### src/rtl/hzu_pkg.sv
package hzu_pkg;
    typedef enum logic [1:0] {
        SEL_RF  = 2'd0,
        SEL_EX  = 2'd1,
        SEL_MEM = 2'd2,
        SEL_WB  = 2'd3
    } fwd_sel_e;

    localparam int NUM_SRC = 2;
endpackage

### src/rtl/hzu_operand_fwd.sv
module hzu_operand_fwd
    import hzu_pkg::*;
#(
    parameter int REG_W  = 4,
    parameter bit FWD_EN = 1'b1
) (
    input  logic [REG_W-1:0] src_id,
    input  logic [REG_W-1:0] ex_dst_id,
    input  logic             ex_wr_en,
    input  logic [REG_W-1:0] mem_dst_id,
    input  logic             mem_wr_en,
    input  logic [REG_W-1:0] wb_dst_id,
    input  logic             wb_wr_en,
    output logic [1:0]       raw_sel,
    output logic             hit_ex,
    output logic             hit_any
);
    localparam logic [REG_W-1:0] NO_REG = '1;

    typedef struct packed {
        logic     hit_ex;
        logic     hit_mem;
        logic     hit_wb;
        fwd_sel_e sel;
    } op_t;

    op_t op_d;

    always_comb begin
        op_d         = '0;
        op_d.sel     = SEL_RF;
        if (src_id != NO_REG) begin
            op_d.hit_ex  = ex_wr_en  && (ex_dst_id  == src_id);
            op_d.hit_mem = mem_wr_en && (mem_dst_id == src_id);
            op_d.hit_wb  = wb_wr_en  && (wb_dst_id  == src_id);
        end
        if (FWD_EN) begin
            if (op_d.hit_ex)       op_d.sel = SEL_EX;
            else if (op_d.hit_mem) op_d.sel = SEL_MEM;
            else if (op_d.hit_wb)  op_d.sel = SEL_WB;
        end
    end

    assign raw_sel = op_d.sel;
    assign hit_ex  = op_d.hit_ex;
    assign hit_any = op_d.hit_ex | op_d.hit_mem | op_d.hit_wb;

    always_comb begin
        // the sentinel identifier never produces a hit
        assert_no_reg_match_R7: assert ((src_id != NO_REG) || (!hit_any && raw_sel == 2'd0))
            else $error("no-register source matched");
        // an execute select implies a genuine execute producer
        assert_ex_sel_valid_R1: assert ((raw_sel != 2'd1) || (ex_wr_en && ex_dst_id == src_id))
            else $error("execute select without execute producer");
        // memory select only when execute does not write this register
        assert_mem_below_ex_R8: assert ((raw_sel != 2'd2) || !(ex_wr_en && ex_dst_id == src_id))
            else $error("memory select shadowed an execute producer");
        // stall-only mode never bypasses
        assert_no_bypass_R5: assert (FWD_EN || raw_sel == 2'd0)
            else $error("bypass in stall-only mode");
    end
endmodule

### src/rtl/hzu_stall_ctl.sv
module hzu_stall_ctl #(
    parameter bit FWD_EN = 1'b1
) (
    input  logic ex_is_load,
    input  logic hit_ex_a,
    input  logic hit_ex_b,
    input  logic hit_any_a,
    input  logic hit_any_b,
    output logic stall_fetch,
    output logic stall_decode,
    output logic bubble_exec
);
    typedef struct packed {
        logic hold_f;
        logic hold_d;
        logic bubble;
    } ctl_t;

    ctl_t ctl_d;

    always_comb begin
        ctl_d = '0;
        if (FWD_EN) ctl_d.hold_d = ex_is_load && (hit_ex_a || hit_ex_b);
        else        ctl_d.hold_d = hit_any_a || hit_any_b;
        ctl_d.hold_f = ctl_d.hold_d;
        ctl_d.bubble = ctl_d.hold_d;
    end

    assign stall_fetch  = ctl_d.hold_f;
    assign stall_decode = ctl_d.hold_d;
    assign bubble_exec  = ctl_d.bubble;

    always_comb begin
        // a load feeding decode must hold it
        assert_load_use_stall_R4: assert (!(FWD_EN && ex_is_load && (hit_ex_a || hit_ex_b)) || stall_decode)
            else $error("load-use hazard without stall");
        // no dependence anywhere means no stall
        assert_no_false_stall_R2: assert ((hit_any_a || hit_any_b) || !stall_decode)
            else $error("stall without any dependence");
        // fetch is held together with decode
        assert_fetch_with_decode_R6: assert (stall_fetch == stall_decode)
            else $error("fetch and decode stalls differ");
    end
endmodule

### src/rtl/hazard_unit.sv
module hazard_unit
    import hzu_pkg::*;
#(
    parameter int REG_W  = 4,
    parameter bit FWD_EN = 1'b1
) (
    input  logic [REG_W-1:0] src_a_id,
    input  logic [REG_W-1:0] src_b_id,
    input  logic [REG_W-1:0] ex_dst_id,
    input  logic             ex_wr_en,
    input  logic             ex_is_load,
    input  logic [REG_W-1:0] mem_dst_id,
    input  logic             mem_wr_en,
    input  logic [REG_W-1:0] wb_dst_id,
    input  logic             wb_wr_en,
    output logic [1:0]       fwd_a_sel,
    output logic [1:0]       fwd_b_sel,
    output logic             stall_fetch,
    output logic             stall_decode,
    output logic             bubble_exec
);
    logic [REG_W-1:0] src_vec  [NUM_SRC];
    logic [1:0]       raw_sel  [NUM_SRC];
    logic             hit_ex   [NUM_SRC];
    logic             hit_any  [NUM_SRC];
    logic [1:0]       sel_d    [NUM_SRC];

    assign src_vec[0] = src_a_id;
    assign src_vec[1] = src_b_id;

    // one independent comparator per decode operand
    for (genvar g = 0; g < NUM_SRC; g++) begin : g_operand
        hzu_operand_fwd #(
            .REG_W  (REG_W),
            .FWD_EN (FWD_EN)
        ) u_op (
            .src_id     (src_vec[g]),
            .ex_dst_id  (ex_dst_id),
            .ex_wr_en   (ex_wr_en),
            .mem_dst_id (mem_dst_id),
            .mem_wr_en  (mem_wr_en),
            .wb_dst_id  (wb_dst_id),
            .wb_wr_en   (wb_wr_en),
            .raw_sel    (raw_sel[g]),
            .hit_ex     (hit_ex[g]),
            .hit_any    (hit_any[g])
        );
        assign sel_d[g] = stall_decode ? SEL_RF : raw_sel[g];
    end

    hzu_stall_ctl #(
        .FWD_EN (FWD_EN)
    ) u_stall (
        .ex_is_load   (ex_is_load),
        .hit_ex_a     (hit_ex[0]),
        .hit_ex_b     (hit_ex[1]),
        .hit_any_a    (hit_any[0]),
        .hit_any_b    (hit_any[1]),
        .stall_fetch  (stall_fetch),
        .stall_decode (stall_decode),
        .bubble_exec  (bubble_exec)
    );

    assign fwd_a_sel = sel_d[0];
    assign fwd_b_sel = sel_d[1];

    always_comb begin
        // a held decode instruction consumes no bypassed value
        assert_stall_sel_rf_R9: assert (!bubble_exec || (fwd_a_sel == 2'd0 && fwd_b_sel == 2'd0))
            else $error("bypass select during stall");
    end
endmodule

### config.mk
export PLATFORM = sky130hd
export DESIGN_NAME = hazard_unit
export DESIGN_NICKNAME = d
export VERILOG_FILES = /design/src/rtl/hzu_pkg.sv /design/src/rtl/hzu_operand_fwd.sv /design/src/rtl/hzu_stall_ctl.sv /design/src/rtl/hazard_unit.sv
export SDC_FILE = /design/constraint.sdc
export NUM_CORES = 1
export LEC_CHECK = 0
export BUFFER_PORTS_ARGS = -buffer_cell sky130_fd_sc_hd__buf_2
export CELL_PAD_IN_SITES_DETAIL_PLACEMENT = 1
export CELL_PAD_IN_SITES_GLOBAL_PLACEMENT = 2
export CORE_MARGIN = 2
export CORE_UTILIZATION = 25
export DETAILED_ROUTE_END_ITERATION = 10
export PLACE_DENSITY_LB_ADDON = 0.2
export REMOVE_ABC_BUFFERS = 1
export SLEW_MARGIN = 30
export SYNTH_ARGS = -nofsm -noshare
export SYNTH_HDL_FRONTEND = slang
export SYNTH_HIERARCHICAL = 1
export SYNTH_SLANG_ARGS = --single-unit
### constraint.sdc
create_clock -name vclk -period 2.68
set_input_delay 0.134 -clock vclk [all_inputs]
set_output_delay 0.134 -clock vclk [all_outputs]
set_load 0.01 [all_outputs]
==> results.ini, run 1 <==
[global_routing]
grt_start_max_net_pins = 8
grt_first_pass_wirelength_um = 2410
grt-busiest-layer = met2
grt_pass1_vias = 565
antenna_found_initial = 0
met3_usage_pct = 0.926
gr-usage-met1_pct = 14.2
grt-ovfl-total = 0
grt_usage_pct = 12.4
grtUsageMet2_pct = 25.5

[min_path]
hold_start = ex_is_load
whs_endpoint = stall_fetch
min_path_cells = 3
hold_class = in -> out

[logic_synthesis]
syn_area_um2 = 493
synth_warnings = 6
synth_cells = 65
synth.avg_cell_area_um2 = 7.58

[placed_design]
hpwl_um = 1320
io_buffers = 31
place.gp.congestion = 0.740

[worst_setup_path]
path_class = in -> out
crit_path_cell_trace = buf_2 -> xnor2_1 -> nand4_1 -> a21oi_1 -> o21a_1 -> nor2b_1 -> buf_2
crit_slowest_cell = o21a_1
cp-start-kind = input port
worstPathRequired_ps = 2550
cp_max_fo = 7
cp.arrival_ps = 1320
crit_buf_inv = 2
cpMostUsedCell = buf_2
cp.depth = 7
critical-path-top-delay-family = compound AO/OA/AOI/OAI gates
critPathMaxStageDelay_ps = 280
endpoint_kind = output pin

[final_layout]
areaGrowthSynthToFinish_pct = 30.7
antenna_cells = 0
clockBufferCount = 0
nets = 118
seq_area_um2 = 0
drive_gt1_share_pct = 44.6
fin_util_pct = 33.9
seq_cells = 0

[sta]
whs_ps = 681
fmax_mhz = 689
finalHoldViolations = 0
fin_crit_sh_pct = 54.2
fin_tns_setup_ps = 0
finalCriticalPeriod_ps = 1450
finalSetupViolations = 0
worst_pin_slew_ps = 253
rsz0062_at_grt = no
slew_headroom_pct = 83.2
finalMaxSlewViolations = 0

[drt]
viasPerCell = 4.60
vias = 547
first_pass_iters = 2
detail_route.wirelength_um = 1430
drt-initial-drc-count = 1
drcViolationCount = 0
ant_nets = 0
wl_per_cell_um = 12.1

[cts]
cts_setup_buffers = 0
hold_buffers = 0
post_cts_resized = 0

[run_status]
outcome = completed

[floorplan]
fp.dieW_um = 48.4
core_area_um2 = 1900
initial_core_util_pct = 25.9
io_pins = 31
die_area_um2 = 2340
die_y_um = 48.4
rows = 16

[pwr]
switching_share_pct = 50.7
ir_drop_uv = 43.1
intPower_uw = 47.5
powerDensity_nw_per_um2 = 149
p_leak_nw = 0.286
p_comb_share_pct = 100.0
power_uw = 96.3
p_sw_uw = 48.8
clkPwrFrac_pct = 0
seqPwrFrac_pct = 0

[job]
cap_violations = 0

per-layer routing:
layer | part of all wire (%) | wire length [µm] | vias to the layer above
met4 | 0 | 0 | 0
met3 | 4.4 | 63 | 0
met2 | 53 | 761 | 14
li1 | - | - | 281
met5 | 0 | 0 | -
met1 | 42 | 609 | 252
metrics by stage:
| stage | cell area, µm² | std cells | setup slack, ps |
|---|---|---|---|
| floorplan | 455 | 61 | 1490 |
| global placement | 644 | 119 | 1270 |
| detailed placement | 644 | 119 | 1230 |
| CTS | 644 | 119 | 1220 |
| global route | 644 | 119 | 1060 |
| finish | 644 | 119 | 1230 |
power groups by stage:
stage,clock [mW],combinational [mW],sequential [mW]
after floorplan,0,0.0527,0
after global placement,0,0.0968,0
after detailed placement,0,0.0976,0
after CTS,0,0.0978,0
after global routing,0,0.107,0
final,0,0.0963,0
placed cells by master (no fill, tap or decap), types with 4 or more instances in the layout:
cell type  instances
or2_1              4
nand3_1            6
xnor2_1           18
nor2b_1            6
buf_2             31
worst max path at each step:
stage / startpoint / to
floorplan: ex_dst_id[2] / fwd_a_sel[0]
global placement: src_b_id[1] / fwd_b_sel[1]
detailed placement: src_b_id[1] / fwd_b_sel[0]
CTS: src_b_id[3] / fwd_b_sel[0]
global route: src_b_id[0] / fwd_a_sel[0]
finish: src_b_id[0] / fwd_b_sel[0]
cell type report:
cell class / instances / area (µm²)
multi-input cells: 61 / 455
well taps: 27 / 33.8
repair buffers: 31 / 155
fillers: 250 / 1260
(Power assumes the default switching activity.)
==> run 2, diff against run 1 <==
Settings changed: ABC_AREA set to 1, CORE_UTILIZATION 25 to 18.
Clock period 2.68 ns to 1.3 ns, I/O delays scaled along.
==> results.ini, run 2 <==
[run_status]
outcome = completed

[final_layout]
finalNonFillerCells = 228  ; +92%
seq_cells = 0  ; unchanged
final_cell_mix = nand2_1 (56), inv_1 (23), buf_2 (23), nor2_1 (18), buf_4 (9)
nets = 208  ; +76%
clockBufferCount = 0  ; unchanged
antenna_cells = 0  ; unchanged
fin_util_pct = 30.8  ; -3.0 points
final_common_cell = nand2_1
areaGrowthSynthToFinish_pct = 64.8
seq_area_um2 = 0  ; unchanged
drive_gt1_share_pct = 43.4  ; -1.2 points

[pwr]
p_leak_nw = 0.618  ; +120%
ir_drop_uv = 80.6  ; +87%
powerDensity_nw_per_um2 = 303  ; +100%
power_uw = 310  ; +220%

[worst_setup_path]
path_class = in -> out
crit_path_cell_trace = buf_2 -> inv_2 -> nand2_1 -> nand4_1 -> nor2_4 -> nor2_1 -> nor2_1 -> buf_4 -> nor2_2 -> buf_2
cp_max_fo = 7  ; unchanged
cp-startpoint = src_b_id[2]
crit_slowest_cell = nand4_1
endpoint_kind = output pin
critical-path-top-delay-family = simple AND/OR/NAND/NOR gates
cp-start-kind = input port
critPathMaxStageDelay_ps = 170  ; -110 ps
crit_buf_inv = 4  ; +2
cp.arrival_ps = 1110  ; -210 ps
worstPathRequired_ps = 1240  ; -1310 ps

[sta]
fin_tns_setup_ps = 0  ; unchanged
finalCriticalPeriod_ps = 1170
finalSetupViolations = 0  ; unchanged
finalHoldViolations = 0  ; unchanged
worst_pin_slew_ps = 218  ; -34.4 ps
fmax_mhz = 854
fin_crit_sh_pct = 90.0
rsz0062_at_grt = no
slew_headroom_pct = 85.4  ; +2.2 points
finalMaxSlewViolations = 0  ; unchanged

[min_path]
hold_start = ex_is_load
hold_class = in -> out

[global_routing]
grt_usage_pct = 11.4  ; -0.98 points
grt_start_max_net_pins = 8  ; unchanged
grt_first_pass_wirelength_um = 3780  ; +57%
grt_pass1_vias = 892  ; +58%
grt-ovfl-total = 0  ; unchanged
antenna_found_initial = 0  ; unchanged

[placed_design]
place.gp.congestion = 0.713  ; -3.6%
io_buffers = 31  ; unchanged
hpwl_um = 2020  ; +53%
dp_cells = 221  ; +86%

[floorplan]
core_area_um2 = 3310  ; +74%
die_y_um = 62.7  ; +29%
initial_core_util_pct = 18.7  ; -7.2 points
io_pins = 31  ; unchanged
die_area_um2 = 3930  ; +68%
rows = 21  ; +5
fp.dieW_um = 62.7  ; +29%

[drt]
drt-initial-drc-count = 13  ; +12
detail_route.wirelength_um = 2270  ; +58%
wl_per_cell_um = 9.93  ; -18%
ant_nets = 0  ; unchanged
first_pass_iters = 4  ; +2
drcViolationCount = 0  ; unchanged
vias = 910  ; +66%
viasPerCell = 3.99  ; -13%

[cts]
hold_buffers = 0  ; unchanged

[logic_synthesis]
syn_area_um2 = 619  ; +26%
synth_cells = 145  ; +120%
synth_warnings = 6  ; unchanged
synth.avg_cell_area_um2 = 4.27  ; -44%

[job]
cap_violations = 0  ; unchanged

[run 2: metrics by stage]
stage                     setup slack [ps]  instance area (µm²)  hold WS [ps]
after floorplan                       6.59                  604           311
after global placement                2.71                  825           581
after detailed placement             -2.71                  825           585
after CTS                             29.5                  827           586
after global routing                  1.51                 1020           642
final                                  130                 1020           591
[run 2: final cells by class]
cell class	count	area, µm²
fillers	489	2290
multi-input cells	110	553
repair buffers	39	274
inverters	33	136
well taps	46	57.6
[run 2: path summary, 6_finish.rpt]
| path | slack (ps) | cells past startpoint | endpoint |
|---|---|---|---|
| worst max-delay path | 130 | 10 | fwd_b_sel[1] |
| worst min-delay path | 590 | 5 | stall_decode |
[run 2: power by group]
group	switching (mW)	total (mW)	internal (mW)
clock network	0	0	0
registers	0	0	0
logic	0.173	0.310	0.137
total	0.173	0.310	0.137
[run 2: tightest hold or removal path, cell delays in order]
cell,delay (ps)
buf_2,90
inv_1,40
nor2_1,30
buf_4,150
buf_2,140
[run 2: metal layers]
| metal | share of wire, % | track usage, % | vias up |
|---|---|---|---|
| li1 | - | - | 497 |
| met1 | 46 | 14.7 | 399 |
| met2 | 51 | 21.8 | 14 |
| met3 | 3.6 | 0.901 | 0 |
| met4 | 0 | 0 | 0 |
| met5 | 0 | 0 | - |
[run 2: repair_timing]
action | CTS | global route
endpoints found under the hold margin | 0 | 0
resized for setup | 1 | 48
pin swaps | 0 | 20
endpoints found under the setup margin | 2 | 7
setup buffers | 0 | 7
